File: src/rtl/wst_pkg.sv
package wst_pkg;

  // Per-bit-time events produced by the SYNC sampler.
  typedef struct packed {
    logic rise;   // qualified low-to-high transition of SYNC
    logic fire;   // this qualified edge detects an overlong SYNC
    logic hold;   // reset currently held (registered)
  } sync_evt_t;

endpackage

File: src/rtl/wst_sync_sampler.sv
module wst_sync_sampler
  import wst_pkg::*;
#(
  parameter int SYNC_BITS = 10
) (
  input  logic      clk,
  input  logic      rst_n,
  input  logic      ph2_en,
  input  logic      sync_in,
  output logic      sync_q,
  output sync_evt_t evt
);

  localparam int RUN_W = $clog2(SYNC_BITS + 1);
  localparam logic [RUN_W-1:0] RUN_MAX = RUN_W'(SYNC_BITS);

  logic [RUN_W-1:0] run_q, run_d;
  logic             sync_d;
  logic             hold_q, hold_d;
  logic             fire;

  // A high sample with SYNC_BITS highs already behind it is one too many.
  assign fire = ph2_en & sync_in & (run_q == RUN_MAX) & ~hold_q;

  always_comb begin
    run_d  = run_q;
    sync_d = sync_q;
    hold_d = hold_q;
    if (ph2_en) begin
      sync_d = sync_in;
      if (!sync_in) begin
        run_d  = '0;
        hold_d = 1'b0;
      end else begin
        if (run_q != RUN_MAX) run_d = run_q + 1'b1;
        if (fire)             hold_d = 1'b1;
      end
    end
  end

  always_ff @(posedge clk or negedge rst_n) begin
    if (!rst_n) begin
      run_q  <= '0;
      sync_q <= 1'b0;
      hold_q <= 1'b0;
    end else if (ph2_en) begin
      run_q  <= run_d;
      sync_q <= sync_d;
      hold_q <= hold_d;
    end
  end

  always_comb begin
    evt.rise = ph2_en & sync_in & ~sync_q & ~hold_q;
    evt.fire = fire;
    evt.hold = hold_q;
  end

  // the high-run count never exceeds its saturation value
  a_r6_run_bounded: assert property (@(posedge clk) disable iff (!rst_n)
    run_q <= RUN_MAX);

  // a held reset is dropped by a low qualified sample
  a_r7_hold_release: assert property (@(posedge clk) disable iff (!rst_n)
    (hold_q && ph2_en && !sync_in) |=> !hold_q);

endmodule

File: src/rtl/wst_bit_counter.sv
module wst_bit_counter
  import wst_pkg::*;
#(
  parameter int WORD_BITS = 56,
  parameter int SYNC_BITS = 10
) (
  input  logic                         clk,
  input  logic                         rst_n,
  input  logic                         ph2_en,
  input  sync_evt_t                    evt,
  output logic [$clog2(WORD_BITS)-1:0] bit_idx,
  output logic                         instr_win,
  output logic                         branch_win
);

  localparam int CNT_W = $clog2(WORD_BITS);
  localparam logic [CNT_W-1:0] LAST    = CNT_W'(WORD_BITS - 1);
  localparam logic [CNT_W-1:0] WIN_END = CNT_W'(SYNC_BITS);

  logic [CNT_W-1:0] cnt_q, cnt_d;
  logic             synced_q, synced_d;
  logic             is_instr_q, is_instr_d;
  logic             in_window;

  always_comb begin
    cnt_d      = cnt_q;
    synced_d   = synced_q;
    is_instr_d = is_instr_q;
    if (ph2_en) begin
      if (evt.hold || evt.fire) begin
        cnt_d      = '0;
        synced_d   = 1'b0;
        is_instr_d = 1'b0;
      end else if (evt.rise) begin
        cnt_d      = '0;
        synced_d   = 1'b1;
        is_instr_d = 1'b1;
      end else if (synced_q) begin
        if (cnt_q == LAST) begin
          cnt_d      = '0;
          is_instr_d = 1'b0;
        end else begin
          cnt_d = cnt_q + 1'b1;
        end
      end
    end
  end

  always_ff @(posedge clk or negedge rst_n) begin
    if (!rst_n) begin
      cnt_q      <= '0;
      synced_q   <= 1'b0;
      is_instr_q <= 1'b0;
    end else if (ph2_en) begin
      cnt_q      <= cnt_d;
      synced_q   <= synced_d;
      is_instr_q <= is_instr_d;
    end
  end

  assign in_window  = synced_q & (cnt_q < WIN_END);
  assign instr_win  = in_window & is_instr_q;
  assign branch_win = in_window & ~is_instr_q;
  assign bit_idx    = cnt_q;

  // the counter never leaves the word range
  a_r4_in_range: assert property (@(posedge clk) disable iff (!rst_n)
    cnt_q <= LAST);

  // an unsynchronised counter sits at zero
  a_r9_idle_zero: assert property (@(posedge clk) disable iff (!rst_n)
    !synced_q |-> cnt_q == '0);

endmodule

File: src/rtl/wst_bank_reg.sv
module wst_bank_reg #(
  parameter int BANK_W = 2
) (
  input  logic              clk,
  input  logic              rst_n,
  input  logic              ph2_en,
  input  logic              clr,
  input  logic              wr,
  input  logic [BANK_W-1:0] din,
  output logic [BANK_W-1:0] bank
);

  logic [BANK_W-1:0] bank_d;

  always_comb begin
    bank_d = bank;
    if (clr)     bank_d = '0;
    else if (wr) bank_d = din;
  end

  always_ff @(posedge clk or negedge rst_n) begin
    if (!rst_n)      bank <= '0;
    else if (ph2_en) bank <= bank_d;
  end

  // a clear on a qualified edge always wins over a write
  a_r8_clear_wins: assert property (@(posedge clk) disable iff (!rst_n)
    (ph2_en && clr) |=> bank == '0);

endmodule

File: src/rtl/wst_top.sv
module wst_top
  import wst_pkg::*;
#(
  parameter int WORD_BITS = 56,
  parameter int SYNC_BITS = 10,
  parameter int BANK_W    = 2
) (
  input  logic                         clk,
  input  logic                         rst_n,
  input  logic                         ph2_en,
  input  logic                         sync_in,
  input  logic                         bank_wr,
  input  logic [BANK_W-1:0]            bank_din,
  output logic [$clog2(WORD_BITS)-1:0] bit_idx,
  output logic                         instr_win,
  output logic                         branch_win,
  output logic                         sys_rst,
  output logic [BANK_W-1:0]            bank_sel
);

  localparam int CNT_W = $clog2(WORD_BITS);
  localparam logic [CNT_W-1:0] LAST = CNT_W'(WORD_BITS - 1);

  sync_evt_t evt;
  logic      sync_q;

  wst_sync_sampler #(.SYNC_BITS(SYNC_BITS)) u_sampler (
    .clk     (clk),
    .rst_n   (rst_n),
    .ph2_en  (ph2_en),
    .sync_in (sync_in),
    .sync_q  (sync_q),
    .evt     (evt)
  );

  wst_bit_counter #(.WORD_BITS(WORD_BITS), .SYNC_BITS(SYNC_BITS)) u_counter (
    .clk        (clk),
    .rst_n      (rst_n),
    .ph2_en     (ph2_en),
    .evt        (evt),
    .bit_idx    (bit_idx),
    .instr_win  (instr_win),
    .branch_win (branch_win)
  );

  wst_bank_reg #(.BANK_W(BANK_W)) u_bank (
    .clk    (clk),
    .rst_n  (rst_n),
    .ph2_en (ph2_en),
    .clr    (evt.hold | evt.fire),
    .wr     (bank_wr),
    .din    (bank_din),
    .bank   (bank_sel)
  );

  assign sys_rst = evt.hold;

  // without the phase-2 qualifier nothing moves
  a_r2_ph2_only: assert property (@(posedge clk) disable iff (!rst_n)
    !ph2_en |=> ($stable(bit_idx) && $stable(sys_rst) && $stable(bank_sel)));

  // a sampled SYNC rise starts an instruction word at bit 0
  a_r3_rise_align: assert property (@(posedge clk) disable iff (!rst_n)
    (ph2_en && sync_in && !sync_q && !sys_rst) |=> (bit_idx == '0 && instr_win));

  // free-running advance inside a window when SYNC is low
  a_r4_advance: assert property (@(posedge clk) disable iff (!rst_n)
    (ph2_en && !sync_in && (instr_win || branch_win)) |=> bit_idx == $past(bit_idx) + 1'b1);

  // a wrap without SYNC opens a branch-target window
  a_r4_wrap_branch: assert property (@(posedge clk) disable iff (!rst_n)
    (ph2_en && !sync_in && bit_idx == LAST) |=> (bit_idx == '0 && branch_win));

  // at most one window flag at a time
  a_r5_one_window: assert property (@(posedge clk) disable iff (!rst_n)
    $onehot0({instr_win, branch_win}));

  // reset only ever rises from a qualified high SYNC sample
  a_r6_rise_source: assert property (@(posedge clk) disable iff (!rst_n)
    $rose(sys_rst) |-> $past(ph2_en && sync_in));

  // reset ends on a qualified low SYNC sample
  a_r7_release: assert property (@(posedge clk) disable iff (!rst_n)
    (sys_rst && ph2_en && !sync_in) |=> !sys_rst);

  // the bank reads zero throughout reset
  a_r8_bank_zero: assert property (@(posedge clk) disable iff (!rst_n)
    sys_rst |-> bank_sel == '0);

  // no window while reset is held
  a_r9_no_window_in_reset: assert property (@(posedge clk) disable iff (!rst_n)
    sys_rst |-> (!instr_win && !branch_win && bit_idx == '0));

endmodule

File: config.mk
export PLATFORM = sky130hd
export DESIGN_NAME = wst_top
export DESIGN_NICKNAME = d
export VERILOG_FILES = /design/src/rtl/wst_pkg.sv /design/src/rtl/wst_sync_sampler.sv /design/src/rtl/wst_bit_counter.sv /design/src/rtl/wst_bank_reg.sv /design/src/rtl/wst_top.sv
export SDC_FILE = /design/constraint.sdc
export NUM_CORES = 1
export LEC_CHECK = 0
export BUFFER_PORTS_ARGS = -buffer_cell sky130_fd_sc_hd__buf_2
export CAP_MARGIN = 25
export CORE_MARGIN = 5
export CORE_UTILIZATION = 53
export CTS_CLUSTER_DIAMETER = 30
export DETAILED_ROUTE_END_ITERATION = 6
export PLACE_DENSITY = 0.77
export SLEW_MARGIN = 10
export SYNTH_ARGS = -nofsm -noshare
export SYNTH_HDL_FRONTEND = slang
export SYNTH_HIERARCHICAL = 1
export SYNTH_SLANG_ARGS = --single-unit
File: constraint.sdc
create_clock -name clk -period 2.7 [get_ports clk]
set_input_delay 0.405 -clock clk [delete_from_list [all_inputs] [get_ports clk]]
set_output_delay 0.405 -clock clk [all_outputs]
set_load 0.01 [all_outputs]
Yosys cells after proc, flatten, opt, wreduce, memory -nomap -nowiden. Cells that the tools add are included.

Flip-flop bits (word level): 16. Bits of input ports: 7. Output and inout port bits: 11.

Add/sub/neg operators: 2. Magnitude comparators: 1. Equal/unequal tests: 5. Muxes and demuxes: 16. Bitwise gates (word level): 12. Reductions and logical operators: 11.

Operators with widths (count): $mux W6 (4); $reduce_and A2 Y1 (5); $and A1 B1 Y1 (8); $mux W1 (8); $mux W4 (2); $add A6 B1 Y6 const B (1); $eq A6 B6 Y1 const B (1); $lt A6 B4 Y1 const B (1); $reduce_bool A3 Y1 (2); $add A4 B1 Y4 const B (1); $eq A4 B4 Y1 const B (1); $mux W2 (2); $ne A2 B1 Y1 const B (2); $ne A4 B4 Y1 const B (1); $reduce_bool A2 Y1 (2); $not A1 Y1 (3); $reduce_and A3 Y1 (1); $logic_or A1 B1 Y1 (1); $or A1 B1 Y1 (1).

Logic depth before layout (Yosys ltp).
Word-level depth: 6. Depth in mapped cells: 11. Gate-level depth less buffers: 8.

Modules after synthesis. Netlist, hierarchy kept.

Modules (own cells, without submodules): wst_bit_counter (instances 1, cells an instance 59, area an instance 480.5 um^2, seq. area each 200.2 um^2); wst_sync_sampler (instances 1, cells an instance 37, area an instance 351.6 um^2, seq. area each 150.1 um^2); wst_bank_reg (instances 1, cells an instance 10, area an instance 105.1 um^2, seq. area each 50.0 um^2); wst_top (instances 1, cells an instance 1, area an instance 6.3 um^2, seq. area each 0.0 um^2).

Worst setup path after synthesis. Ideal clock, no wire load.

Path kind: register to register. Start: register u_sampler.run_q[0]. End: register u_counter.cnt_q[0], in the netlist u_counter/bit_idx[0]. Setup time: 0.066 ns. Arrival: 1.991 ns. Data required time: 2.634 ns. Path slack: 0.643 ns. Stages on the path, launching flop included: 11. Path buffers: 3. Period minus slack after synthesis: 2.057 ns. Cells stage by stage: dfrtp_1 -> inv_1 -> ha_1 -> and3b_1 -> buf_6 -> nor3b_1 -> buf_4 -> or3_1 -> buf_2 -> o21ai_0 -> a22o_1.

Cells in the longest elaborated chain, start to end: 6. Elaborated cells on any way between the ends: 7. Those cells by class: 1 x eq/ne; 1 x mux; 2 x bitwise; 3 x reduce/logical.

Ends and longest elaborated chain: start: declaration (line wst_sync_sampler.sv:17) `logic [RUN_W-1:0] run_q, run_d;`; start signal: assignment (line wst_sync_sampler.sv:47) `run_q <= run_d;`; $eq A4 B4 Y1 (*) (line wst_sync_sampler.sv:23) `assign fire = ph2_en & sync_in & (run_q == RUN_MAX) & ~hold_q;`; $and A1 B1 Y1 (*) (2 in series) (line wst_sync_sampler.sv:23); named net u_sampler.fire (line wst_sync_sampler.sv:20) `logic fire;`; $logic_or A1 B1 Y1 (*) (line wst_bit_counter.sv:30) `if (evt.hold || evt.fire) begin`; $reduce_bool A3 Y1 (no line); $reduce_and A2 Y1 (no line); end signal: assignment (line wst_bit_counter.sv:55) `cnt_q <= cnt_d;`; end: declaration (line wst_bit_counter.sv:20) `logic [CNT_W-1:0] cnt_q, cnt_d;`.

The timed path passes the listed nets; every way through them passes the cells marked *. A chain may end at the register's enable or synchronous reset.

==> impl_metrics.env <==
export IMPL_worst_ir_drop_vdd_v=0.0003233
export IMPL_totalWireLength_mm=1.994
export IMPL_num_vias=830
export IMPL_clock_tree_buffer_depth=2
export IMPL_cts_htree_levels=1
export IMPL_final_period_utilization_pct=81.39
export IMPL_yosys_warnings=6
export IMPL_cts_setup_buffers=0
export IMPL_grt_first_pass_wirelength_mm=3.298
export IMPL_use_met3_pct=3.419
export IMPL_pin_count_of_the_biggest_net_entering_global_routing=24
export IMPL_floorplan_die_height_um=52.19
export IMPL_worstPathMaxFanout=9
export IMPL_run_status="complete, no violations"
export IMPL_fin_worst_setup_slack_ns=0.5026
export IMPL_slew_limit_headroom_pct=75.60
export IMPL_average_wire_per_cell_in_the_routed_design_um=13.47
export IMPL_initial_core_util_pct=55.24
export IMPL_n_fill_cell=155
export IMPL_power_density_cell_area_mw_per_mm2=731.3
export IMPL_finalWorstPathRequiredPeriod_ns=2.197
export IMPL_ys_dominant_reg_cell="sky130_fd_sc_hd__dfrtp_1"
export IMPL_power_switching_uw=284.7
export IMPL_worstSetupEndpointType="flip-flop"
export IMPL_netlist_area_um2=943.4
export IMPL_grt_ovfl_total=0
export IMPL_globalRouteMet2Util_pct=25.73
export IMPL_pwr_share_seq_pct=48.9
export IMPL_ios=18
export IMPL_min_delay_path_class="in2async"
export IMPL_tritoncts="built"
export IMPL_postRouteAntennaNets=0
export IMPL_tightestPinTransition_ns=0.3660
export IMPL_synth_seq_cells=16
export IMPL_cellInternalPower_uw=491.3
export IMPL_worst_clock_skew_ns=0.003823
export IMPL_synthToLayoutAreaGrowth_pct=12.47
export IMPL_layout_common_cells="17 x sky130_fd_sc_hd__buf_2, 16 x sky130_fd_sc_hd__dfrtp_1, 11 x sky130_fd_sc_hd__nor2_1"
export IMPL_crit_end="u_counter/bit_idx[1]$_DFFE_PN0P_"
export IMPL_drive_gt1_share_pct=21.14
export IMPL_antenna_cells=0
export IMPL_nets=134
export IMPL_post_cts_resized_instances=0
export IMPL_detailedRoute_firstIterationViolations=35
export IMPL_yosysSeqAreaShare_pct=42.44
export IMPL_grtUsageTotal_pct=16.44
export IMPL_ctsRootBufferMaster="sky130_fd_sc_hd__clkbuf_4"
export IMPL_critical_path_startpoint="u_sampler/run_q[0]$_DFFE_PN0P_"
export IMPL_numClockSinks=16
export IMPL_floorplan_die_width_um=52.19
export IMPL_clock_fmax_mhz=455.1
export IMPL_worstSetupPathType="reg2reg"
export IMPL_timing_hold_violations_final=0
export IMPL_clkSlewWorstSetupHoldPaths_ns=0.09
export IMPL_syn_instance_count=107
export IMPL_dr_pass1_iters=4
export IMPL_slew_violations=0
export IMPL_grt_most_used_layer="met2"
export IMPL_pwr_share_comb_pct=30.8
export IMPL_synth_async_reset_ratio_pct=100.0
export IMPL_grt_antenna_before_repair=0
export IMPL_maxCapViolCount=0
export IMPL_core_area_mm2=0.001708
export IMPL_row_count=15
export IMPL_synth_edff_count=0
export IMPL_cts_hold_buf=0
export IMPL_port_buffer_count=17
export IMPL_groute_layer_met1_usage_pct=21.08
export IMPL_hpwl_mm=1.476
export IMPL_design_die_area_mm2=0.002724
export IMPL_drc_violations_left=0
export IMPL_timing_rr_start="u_sampler/run_q[0]$_DFFE_PN0P_"
export IMPL_worst_endpoint_arrival_ns=2.43
export IMPL_crit_path_start_kind="flip-flop"
export IMPL_power_clock_fraction_pct=20.3
export IMPL_setup_tns_ns=0
export IMPL_rsz0062_at_grt="false"
export IMPL_synth_area_per_cell_um2=8.817
export IMPL_reg2reg_to="u_counter/bit_idx[1]$_DFFE_PN0P_"
export IMPL_detail_route_vias_per_cell=5.608
export IMPL_final_common_cell="sky130_fd_sc_hd__buf_2"
export IMPL_cts_buffers=3
export IMPL_synthDistinctLibCells=37
export IMPL_grt_pass1_vias=779
export IMPL_worst_skew_pair_late_latency_ns=0.29
export IMPL_swShare_pct=36.68
export IMPL_mapped_nets=117
export IMPL_setup_violations_final=0
export IMPL_rr_worst_depth=7
export IMPL_gp_congestion=0.8012
export IMPL_worst_ep_required_time_ns=2.93
export IMPL_total_leakage_power_uw=0.0005132
export IMPL_placement_setup_worst_slack_ns=0.5918
export IMPL_r2r_setup_slack_ns=0.50
==> critical path, stage by stage (launching register included) <==
cell	delay, ns
sky130_fd_sc_hd__dfrtp_1	0.43
sky130_fd_sc_hd__inv_1	0.09
sky130_fd_sc_hd__ha_1	0.19
sky130_fd_sc_hd__and3b_1	0.26
sky130_fd_sc_hd__nor3b_1	0.19
sky130_fd_sc_hd__or3_1	0.49
sky130_fd_sc_hd__o21ai_0	0.29
sky130_fd_sc_hd__a22o_1	0.20
==> synthesized netlist by cell type, drive strengths merged, types with 2 or more instances <==
| cell type | number | area, um^2 |
|---|---|---|
| or3 | 2 | 12.51 |
| nor3 | 3 | 15.01 |
| or2 | 2 | 12.52 |
| inv | 8 | 30.03 |
| o211ai | 2 | 15.01 |
| o31ai | 2 | 15.01 |
| a21oi | 5 | 25.02 |
| nand2 | 8 | 30.03 |
| buf | 4 | 31.27 |
| nand2b | 3 | 18.77 |
| nor2b | 2 | 12.51 |
| ha | 3 | 37.54 |
| or3b | 3 | 26.28 |
| dfrtp | 16 | 400.4 |
| nand3 | 8 | 40.04 |
| o21ai | 9 | 45.04 |
| a22o | 2 | 17.52 |
| nor2 | 11 | 41.29 |
==> stage by stage <==
| step | cell area (um^2) | utilization, % | cells | hold WS, ns | total power (uW) |
|---|---|---|---|---|---|
| 2_1_floorplan | 943.4 | - | 107 | 0.1094 | 527.0 |
| 6_report | 1061 | 62.12 | 148 | 0.006062 | 776.0 |
| 3_5_place_dp | 1025 | 60.00 | 144 | 0.3418 | 621.6 |
| 3_3_place_gp | 1025 | 60.00 | 144 | 0.3344 | 610.5 |
| 4_1_cts | 1061 | 62.12 | 148 | 0.008001 | 787.5 |
| 5_1_grt | 1061 | 62.12 | 148 | 0.02962 | 832.4 |
==> routing by layer <==
metal	part of all wire, %	wire length (um)	vias up
li1	-	-	416
met1	49	968	387
met2	44	884	22
met3	4.9	98	5
met4	2.2	43	0
met5	0	0	-
==> registers in the layout, summed over array words and instances, names as in the netlist <==
| register | count |
|---|---|
| u_sampler/sync_q | 1 |
| u_counter/synced_q | 1 |
| u_counter/is_instr_q | 1 |
| u_bank/bank | 2 |
| u_counter/bit_idx | 6 |
| u_sampler/run_q | 4 |
| u_sampler/hold_q | 1 |
==> logic make-up (layout without fill, tap and decap cells) <==
family / Yosys count / count (layout) / share of synthesized area [%]
AND/OR/NAND/NOR: 48 / 48 / 27.32
AO/OA/AOI/OAI: 27 / 27 / 19.36
flip-flops: 16 / 16 / 42.44
buffers and inverters: 13 / 29 / 6.895
adder cells (fa/ha/maj): 3 / 3 / 3.979
==> power by group through the flow <==
stage	clock (uW)	combinational (uW)	sequential (uW)
CTS	169	241	378
global route	173	267	392
finish	158	239	380
detailed placement	0	239	383
global placement	0	230	381
floorplan	0	145	382
==> worst min path at each step <==
stage / slack (ns) / cells past startpoint / start / to
final: 0.006 / 1 / rst_n / u_bank/bank[1]$_DFFE_PN0P_
after global routing: 0.03 / 1 / rst_n / u_sampler/hold_q$_DFFE_PN0P_
after CTS: 0.008 / 1 / rst_n / u_counter/bit_idx[5]$_DFFE_PN0P_
after detailed placement: 0.34 / 1 / rst_n / u_counter/is_instr_q$_DFFE_PN0P_
after global placement: 0.33 / 1 / rst_n / u_bank/bank[0]$_DFFE_PN0P_
after floorplan: 0.11 / 0 / rst_n / u_bank/bank[0]$_DFFE_PN0P_
==> layout make-up <==
type / count / area [um^2] / area share [%]
multi-input combinational: 78 / 478.0 / 45.05
sequential: 16 / 400.4 / 37.74
timing repair buffer: 17 / 85.08 / 8.019
clock buffer: 4 / 36.28 / 3.420
tap: 25 / 31.28 / 2.948
inverter: 8 / 30.03 / 2.830
Note: power is estimated with default switching activity, not from simulation.
